**config.mk**
```make
export PLATFORM = sky130hd
export DESIGN_NAME = timebase_unit
export DESIGN_NICKNAME = d
export VERILOG_FILES = /design/src/rtl/timebase_pkg.sv /design/src/rtl/timebase_ctrl.sv /design/src/rtl/timebase_decr.sv /design/src/rtl/timebase_datapath.sv /design/src/rtl/timebase_unit.sv
export SDC_FILE = /design/constraint.sdc
export NUM_CORES = 1
export LEC_CHECK = 0
export BUFFER_PORTS_ARGS = -buffer_cell sky130_fd_sc_hd__buf_2
export CAP_MARGIN = 10
export CORE_ASPECT_RATIO = 1.1
export CORE_MARGIN = 10
export CORE_UTILIZATION = 30
export CTS_BUF_LIST = sky130_fd_sc_hd__clkbuf_2
export DETAILED_ROUTE_END_ITERATION = 6
export GPL_TIMING_DRIVEN = 0
export PLACE_DENSITY = 0.53
export SYNTH_ARGS = -nofsm -noshare
export SYNTH_HDL_FRONTEND = slang
export SYNTH_SLANG_ARGS = --single-unit
```
**constraint.sdc**
```tcl
create_clock -name clk -period 2.9 [get_ports clk]
set_input_delay 0.435 -clock clk [delete_from_list [all_inputs] [get_ports clk]]
set_output_delay 0.435 -clock clk [all_outputs]
set_load 0.01 [all_outputs]
```
**src/rtl/timebase_pkg.sv**
```systemverilog
package timebase_pkg;
  localparam int SEL_W = 4;

  typedef enum logic [SEL_W-1:0] {
    SEL_TB_LO   = 4'd0,
    SEL_TB_HI   = 4'd1,
    SEL_ATB_LO  = 4'd2,
    SEL_ATB_HI  = 4'd3,
    SEL_DEC     = 4'd4,
    SEL_HDEC    = 4'd5,
    SEL_UTIL_LO = 4'd6,
    SEL_UTIL_HI = 4'd7,
    SEL_RTC_LO  = 4'd8,
    SEL_RTC_HI  = 4'd9
  } regSel_e;

  // Strobes from control to datapath; index 0 = low half, 1 = high half
  typedef struct packed {
    logic       tbTick;
    logic       anyTick;
    logic       setup;
    logic [1:0] wrTb;
    logic [1:0] wrAtb;
    logic [1:0] wrUtil;
    logic       wrDec;
    logic       wrHdec;
    logic       rtcMask;
  } strobes_t;
endpackage

```
**src/rtl/timebase_ctrl.sv**
```systemverilog
module timebase_ctrl
  import timebase_pkg::*;
(
  input  logic             tickEn,
  input  logic             runEn,
  input  logic             setupStb,
  input  logic             wrEn,
  input  logic [SEL_W-1:0] wrSel,
  output strobes_t         stb
);
  always_comb begin
    stb         = '0;
    stb.anyTick = tickEn;
    stb.tbTick  = tickEn & runEn;
    stb.setup   = setupStb;
    if (wrEn) begin
      case (regSel_e'(wrSel))
        SEL_TB_LO:   stb.wrTb[0]   = 1'b1;
        SEL_TB_HI:   stb.wrTb[1]   = 1'b1;
        SEL_ATB_LO:  stb.wrAtb[0]  = 1'b1;
        SEL_ATB_HI:  stb.wrAtb[1]  = 1'b1;
        SEL_DEC:     stb.wrDec     = 1'b1;
        SEL_HDEC:    stb.wrHdec    = 1'b1;
        SEL_UTIL_LO: stb.wrUtil[0] = 1'b1;
        SEL_UTIL_HI: stb.wrUtil[1] = 1'b1;
        SEL_RTC_LO: begin
          stb.wrTb[0] = 1'b1;
          stb.rtcMask = 1'b1;
        end
        SEL_RTC_HI:  stb.wrTb[1]   = 1'b1;
        default: ;
      endcase
    end
  end
endmodule

```
**src/rtl/timebase_decr.sv**
```systemverilog
module timebase_decr #(
  parameter int DW = 32
) (
  input  logic          clk,
  input  logic          rstN,
  input  logic          tick,
  input  logic          setup,
  input  logic          load,
  input  logic [DW-1:0] loadVal,
  input  logic          ack,
  output logic [DW-1:0] count,
  output logic          irq
);
  localparam logic [DW-1:0] ALL_ONES = '1;

  logic raise;

  always_comb begin
    if (setup)     raise = 1'b0;
    else if (load) raise = loadVal[DW-1] && !count[DW-1];
    else           raise = tick && (count == '0);
  end

  always_ff @(posedge clk) begin
    if (!rstN) begin
      count <= ALL_ONES;
      irq   <= 1'b0;
    end else begin
      if (setup)     count <= ALL_ONES;
      else if (load) count <= loadVal;
      else if (tick) count <= (count == '0) ? ALL_ONES : count - DW'(1);
      if (raise)     irq <= 1'b1;
      else if (ack)  irq <= 1'b0;
    end
  end
endmodule

```
**src/rtl/timebase_datapath.sv**
```systemverilog
module timebase_datapath
  import timebase_pkg::*;
#(
  parameter int              DW       = 32,
  parameter logic [DW-1:0]   RTC_MASK = 32'h3FFFFF80
) (
  input  logic            clk,
  input  logic            rstN,
  input  strobes_t        stb,
  input  logic [DW-1:0]   wrData,
  input  logic            decAck,
  input  logic            hdecAck,
  output logic [2*DW-1:0] tbVal,
  output logic [2*DW-1:0] atbVal,
  output logic [2*DW-1:0] utilVal,
  output logic [DW-1:0]   decVal,
  output logic [DW-1:0]   hdecVal,
  output logic            decIrq,
  output logic            hdecIrq
);
  localparam int TW    = 2 * DW;
  localparam int N_DEC = 2;

  function automatic logic [TW-1:0] stepUp(input logic [TW-1:0] cur,
                                           input logic [1:0]    wr,
                                           input logic [DW-1:0] d,
                                           input logic          tick);
    if (wr[0]) return {cur[TW-1:DW], d};
    if (wr[1]) return {d, cur[DW-1:0]};
    if (tick)  return cur + TW'(1);
    return cur;
  endfunction

  logic [DW-1:0] tbLoData;
  assign tbLoData = stb.rtcMask ? (wrData & RTC_MASK) : wrData;

  always_ff @(posedge clk) begin
    if (!rstN) begin
      tbVal   <= '0;
      atbVal  <= '0;
      utilVal <= '0;
    end else begin
      tbVal  <= stepUp(tbVal, stb.wrTb, stb.wrTb[0] ? tbLoData : wrData, stb.tbTick);
      atbVal <= stepUp(atbVal, stb.wrAtb, wrData, stb.tbTick);
      if (stb.setup) utilVal <= '0;
      else           utilVal <= stepUp(utilVal, stb.wrUtil, wrData, stb.anyTick);
    end
  end

  logic [N_DEC-1:0] decLoad;
  logic [N_DEC-1:0] decAckV;
  logic [N_DEC-1:0] decIrqV;
  logic [DW-1:0]    decCnt [N_DEC];

  assign decLoad = {stb.wrHdec, stb.wrDec};
  assign decAckV = {hdecAck, decAck};

  for (genvar i = 0; i < N_DEC; i++) begin : g_dec
    timebase_decr #(.DW(DW)) u_decr (
      .clk     (clk),
      .rstN    (rstN),
      .tick    (stb.anyTick),
      .setup   (stb.setup),
      .load    (decLoad[i]),
      .loadVal (wrData),
      .ack     (decAckV[i]),
      .count   (decCnt[i]),
      .irq     (decIrqV[i])
    );
  end

  assign decVal  = decCnt[0];
  assign hdecVal = decCnt[1];
  assign decIrq  = decIrqV[0];
  assign hdecIrq = decIrqV[1];
endmodule

```
**src/rtl/timebase_unit.sv**
```systemverilog
module timebase_unit
  import timebase_pkg::*;
#(
  parameter int            DW       = 32,
  parameter logic [DW-1:0] RTC_MASK = 32'h3FFFFF80
) (
  input  logic             clk,
  input  logic             rstN,
  input  logic             tickEn,
  input  logic             runEn,
  input  logic             setupStb,
  input  logic             wrEn,
  input  logic [SEL_W-1:0] wrSel,
  input  logic [DW-1:0]    wrData,
  input  logic [SEL_W-1:0] rdSel,
  output logic [DW-1:0]    rdData,
  input  logic             decAck,
  input  logic             hdecAck,
  output logic             decIrq,
  output logic             hdecIrq
);
  localparam int TW = 2 * DW;

  strobes_t      stb;
  logic [TW-1:0] tbVal, atbVal, utilVal;
  logic [DW-1:0] decVal, hdecVal;

  timebase_ctrl u_ctrl (
    .tickEn   (tickEn),
    .runEn    (runEn),
    .setupStb (setupStb),
    .wrEn     (wrEn),
    .wrSel    (wrSel),
    .stb      (stb)
  );

  timebase_datapath #(.DW(DW), .RTC_MASK(RTC_MASK)) u_dp (
    .clk     (clk),
    .rstN    (rstN),
    .stb     (stb),
    .wrData  (wrData),
    .decAck  (decAck),
    .hdecAck (hdecAck),
    .tbVal   (tbVal),
    .atbVal  (atbVal),
    .utilVal (utilVal),
    .decVal  (decVal),
    .hdecVal (hdecVal),
    .decIrq  (decIrq),
    .hdecIrq (hdecIrq)
  );

  always_comb begin
    case (regSel_e'(rdSel))
      SEL_TB_LO:   rdData = tbVal[DW-1:0];
      SEL_TB_HI:   rdData = tbVal[TW-1:DW];
      SEL_ATB_LO:  rdData = atbVal[DW-1:0];
      SEL_ATB_HI:  rdData = atbVal[TW-1:DW];
      SEL_DEC:     rdData = decVal;
      SEL_HDEC:    rdData = hdecVal;
      SEL_UTIL_LO: rdData = utilVal[DW-1:0];
      SEL_UTIL_HI: rdData = utilVal[TW-1:DW];
      SEL_RTC_LO:  rdData = tbVal[DW-1:0] & RTC_MASK;
      SEL_RTC_HI:  rdData = tbVal[TW-1:DW];
      default:     rdData = '0;
    endcase
  end
endmodule

```
==> results.sh <==
export IMPL_grt_pass1_vias=19500
export IMPL_critical_path_max_stage_delay_ps=640
export IMPL_cts_sinks=258
export IMPL_clk_path_buf_depth=3
export IMPL_power_mw=7.87
export IMPL_synth_area_per_cell_um2=7.46
export IMPL_postLayoutCoreUtil_pct=34.9
export IMPL_clkPwrFrac_pct=37.9
export IMPL_final_antenna_net_count=0
export IMPL_num_fill_cells=6090
export IMPL_timing_hold_violations_final=0
export IMPL_drive_above_1_share_pct=11.8
export IMPL_fp_coreArea_um2=55800
export IMPL_overflow=0
export IMPL_yosys_cell_count_top_type="dfxtp_1"
export IMPL_placed_area_um2=18200
export IMPL_drc=2
export IMPL_syn_to_final_growth_pct=15.7
export IMPL_cp_arrival_ps=2500
export IMPL_violations="DRC, capacitance limit, slew limit, setup timing"
export IMPL_drtPass1Iterations=7
export IMPL_yosysSeqAreaShare_pct=30.7
export IMPL_dp_cells=3071
export IMPL_htree_levels=3
export IMPL_grt_use_total_pct=31.2
export IMPL_critPathSlowestCell="clkbuf_1"
export IMPL_hpwl_um=79000
export IMPL_portBuffers=69
export IMPL_cp_top_family="buffers and inverters"
export IMPL_synth_edf_count=0
export IMPL_worst_setup_path_start_kind="input pin"
export IMPL_worstHoldPathType="in -> reg"
export IMPL_nets=2495
export IMPL_seqPwrFrac_pct=48.4
export IMPL_min_period_over_period_pct=101
export IMPL_synthTopCellsByArea="dfxtp_1, a22oi_1, a21oi_1"
export IMPL_worst_pin_slew_ps=1520
export IMPL_viasPerCell=6.65
export IMPL_comb_power_share_pct=13.7
export IMPL_drt_iter0_drc=3241
export IMPL_slew_headroom_pct=-1.19
export IMPL_synth_largest_area_cell="dfxtp_1"
export IMPL_stdcell_count=3242
export IMPL_vias=21500
export IMPL_start_util_pct=30.2
export IMPL_num_rows=91
export IMPL_wirelength_um=107000
export IMPL_path_cells="buf_2, nor3_1, clkbuf_1, a22oi_1, nand4_1, buf_2"
export IMPL_worst_slack_ps=-31.8
export IMPL_p_sw_mw=2.86
export IMPL_antenna_found_initial=7
export IMPL_ys_async_sr_fraction_pct=0
export IMPL_path_class="in -> out"
export IMPL_crit_buf_inv=3
export IMPL_setup_viol=8
export IMPL_grt_max_degree=12
export IMPL_outcome="finished with violations"
export IMPL_ys_ff_latch=258
export IMPL_power_leakage_nw=6.26
export IMPL_cts_tree="built"
export IMPL_synthFlopType="dfxtp_1"
export IMPL_cp_required_ps=2470
export IMPL_slew_viol_final=10
export IMPL_gp_congestion=1.07
export IMPL_synth_cell_types=80
export IMPL_powerDensity_nw_per_um2=404
export IMPL_critPathCaptureType="primary output"
export IMPL_fmax_mhz=341
export IMPL_syn_nets=2310
export IMPL_ir_worst_vdd_v=0.000182
export IMPL_syn_area_um2=16800
export IMPL_dieArea_um2=66000
export IMPL_switching_share_pct=36.3
export IMPL_p_int_mw=5.01
export IMPL_io_pins=82
export IMPL_yosysTopAreaCellShare_pct=30.7
export IMPL_maxCapViolations=1
export IMPL_period_minus_slack_ps=2930
export IMPL_grt_pass1_wl_um=148000
export IMPL_detail_route_wl_per_cell_um=33.0
export IMPL_die_x_um=246
export IMPL_skew_ps=101
export IMPL_yosys_warnings=0
export IMPL_timing_critical_path_mode_cell="buf_2"
export IMPL_path_clk_slew_ps=110
export IMPL_cts_root_buf="clkbuf_2"
export IMPL_ys_top_cells_by_count="dfxtp_1, nand2_1, a21oi_1"
export IMPL_final_area_um2=19500
export IMPL_clock_latency_ps=1160
export IMPL_synthCells=2255
export IMPL_die_h_um=268
export IMPL_path_max_fanout=10
export IMPL_cts_inserted_buffers=78
-- worst min-delay path, stage by stage --
cell and delay (ps):
dlygate4sd3_1 520, buf_2 90, nand3b_1 90, o21ai_1 60
-- final cells by class --
| type | instances | area (µm²) | share of cell area, % |
|---|---|---|---|
| flip-flops and latches | 258 | 5170 | 26.5 |
| repair buffers | 112 | 778 | 4.00 |
| clock buffers | 113 | 566 | 2.90 |
| plain buffers | 164 | 667 | 3.42 |
| diodes | 5 | 12.5 | 0.0642 |
| multi-input cells | 1795 | 11100 | 57.2 |
| well taps | 744 | 931 | 4.78 |
| clock inverters | 20 | 106 | 0.546 |
| inverters | 31 | 116 | 0.597 |
-- kinds of logic (layout without fill, tap and decap cells) --
group | after synthesis | after routing | synth area share [%]
other | 0 | 5 | 0
AND/OR/NAND/NOR | 936 | 936 | 29.6
flip-flops | 258 | 258 | 30.7
adder cells (fa/ha/maj) | 7 | 7 | 0.520
AO/OA/AOI/OAI | 697 | 697 | 26.4
XOR/XNOR | 143 | 143 | 7.44
multiplexers | 12 | 12 | 0.721
buffers and inverters | 202 | 440 | 4.66
-- cells in the final DEF, fill, tap and decap left out, types with 41 or more instances in the layout --
cell type,count
a22oi_1,116
xor2_1,65
a21oi_1,177
nand4_1,121
nor3_1,87
nor4_1,45
clkbuf_1,117
a211oi_1,41
nor2_1,163
nand3_1,103
buf_2,81
xnor2_1,78
o21ai_0,161
dfxtp_1,256
clkbuf_2,133
nand2_1,184
and3_1,66
-- power by group through the flow --
stage          sequential, mW  combinational (mW)  clock [mW]
6_report                 3.81                1.08        2.98
5_1_grt                  3.81                1.10        3.18
4_1_cts                  3.79                1.02        3.01
3_3_place_gp             3.87               0.966           0
3_5_place_dp             3.87               0.975           0
2_1_floorplan            3.77               0.458           0
-- routing by layer --
metal  global-route usage [%]  wire (µm)  vias up
met4                     22.0       8420        2
li1                         -          -     9012
met5                        0         11        -
met2                     45.4      43900     1657
met3                     7.01      12500      409
met1                     40.1      42100    10500
-- through the flow --
step                hold slack [ps]  TNS (ps)  worst slack [ps]
finish                         97.7      -125             -31.8
global route                    101     -17.6             -7.98
CTS                            4.54         0             0.112
detailed placement              479    -55060              -686
global placement                476    -59260              -704
floorplan                       461         0               538
-- what timing repair did --
item,in CTS,in global routing
endpoints found under the setup margin,62,93
buffers inserted,2,3
pin swaps,11,3
resized for setup,44,35
hold endpoints to repair,207,0
hold buffers,35,0
gates cloned,0,0
-- final timing paths --
path                            startpoint                  endpoint  slack (ps)  cells after the start
hold reg to reg   u_dp.g_dec[0].u_decr.irq  u_dp.g_dec[0].u_decr.irq         500                      2
setup reg to reg           u_dp.utilVal[5]          u_dp.utilVal[47]          40                      7
hold / removal                      decAck  u_dp.g_dec[0].u_decr.irq         100                      4
setup / recovery                  rdSel[0]                rdData[16]         -30                      6
-- flip-flops by register name, summed over array words and instances (netlist names) --
signal,cells
u_dp.atbVal,64
u_dp.g_dec.u_decr.count,64
u_dp.tbVal,64
u_dp.utilVal,64
u_dp.g_dec.u_decr.irq,2
Note: power is estimated with default switching activity, not from simulation.
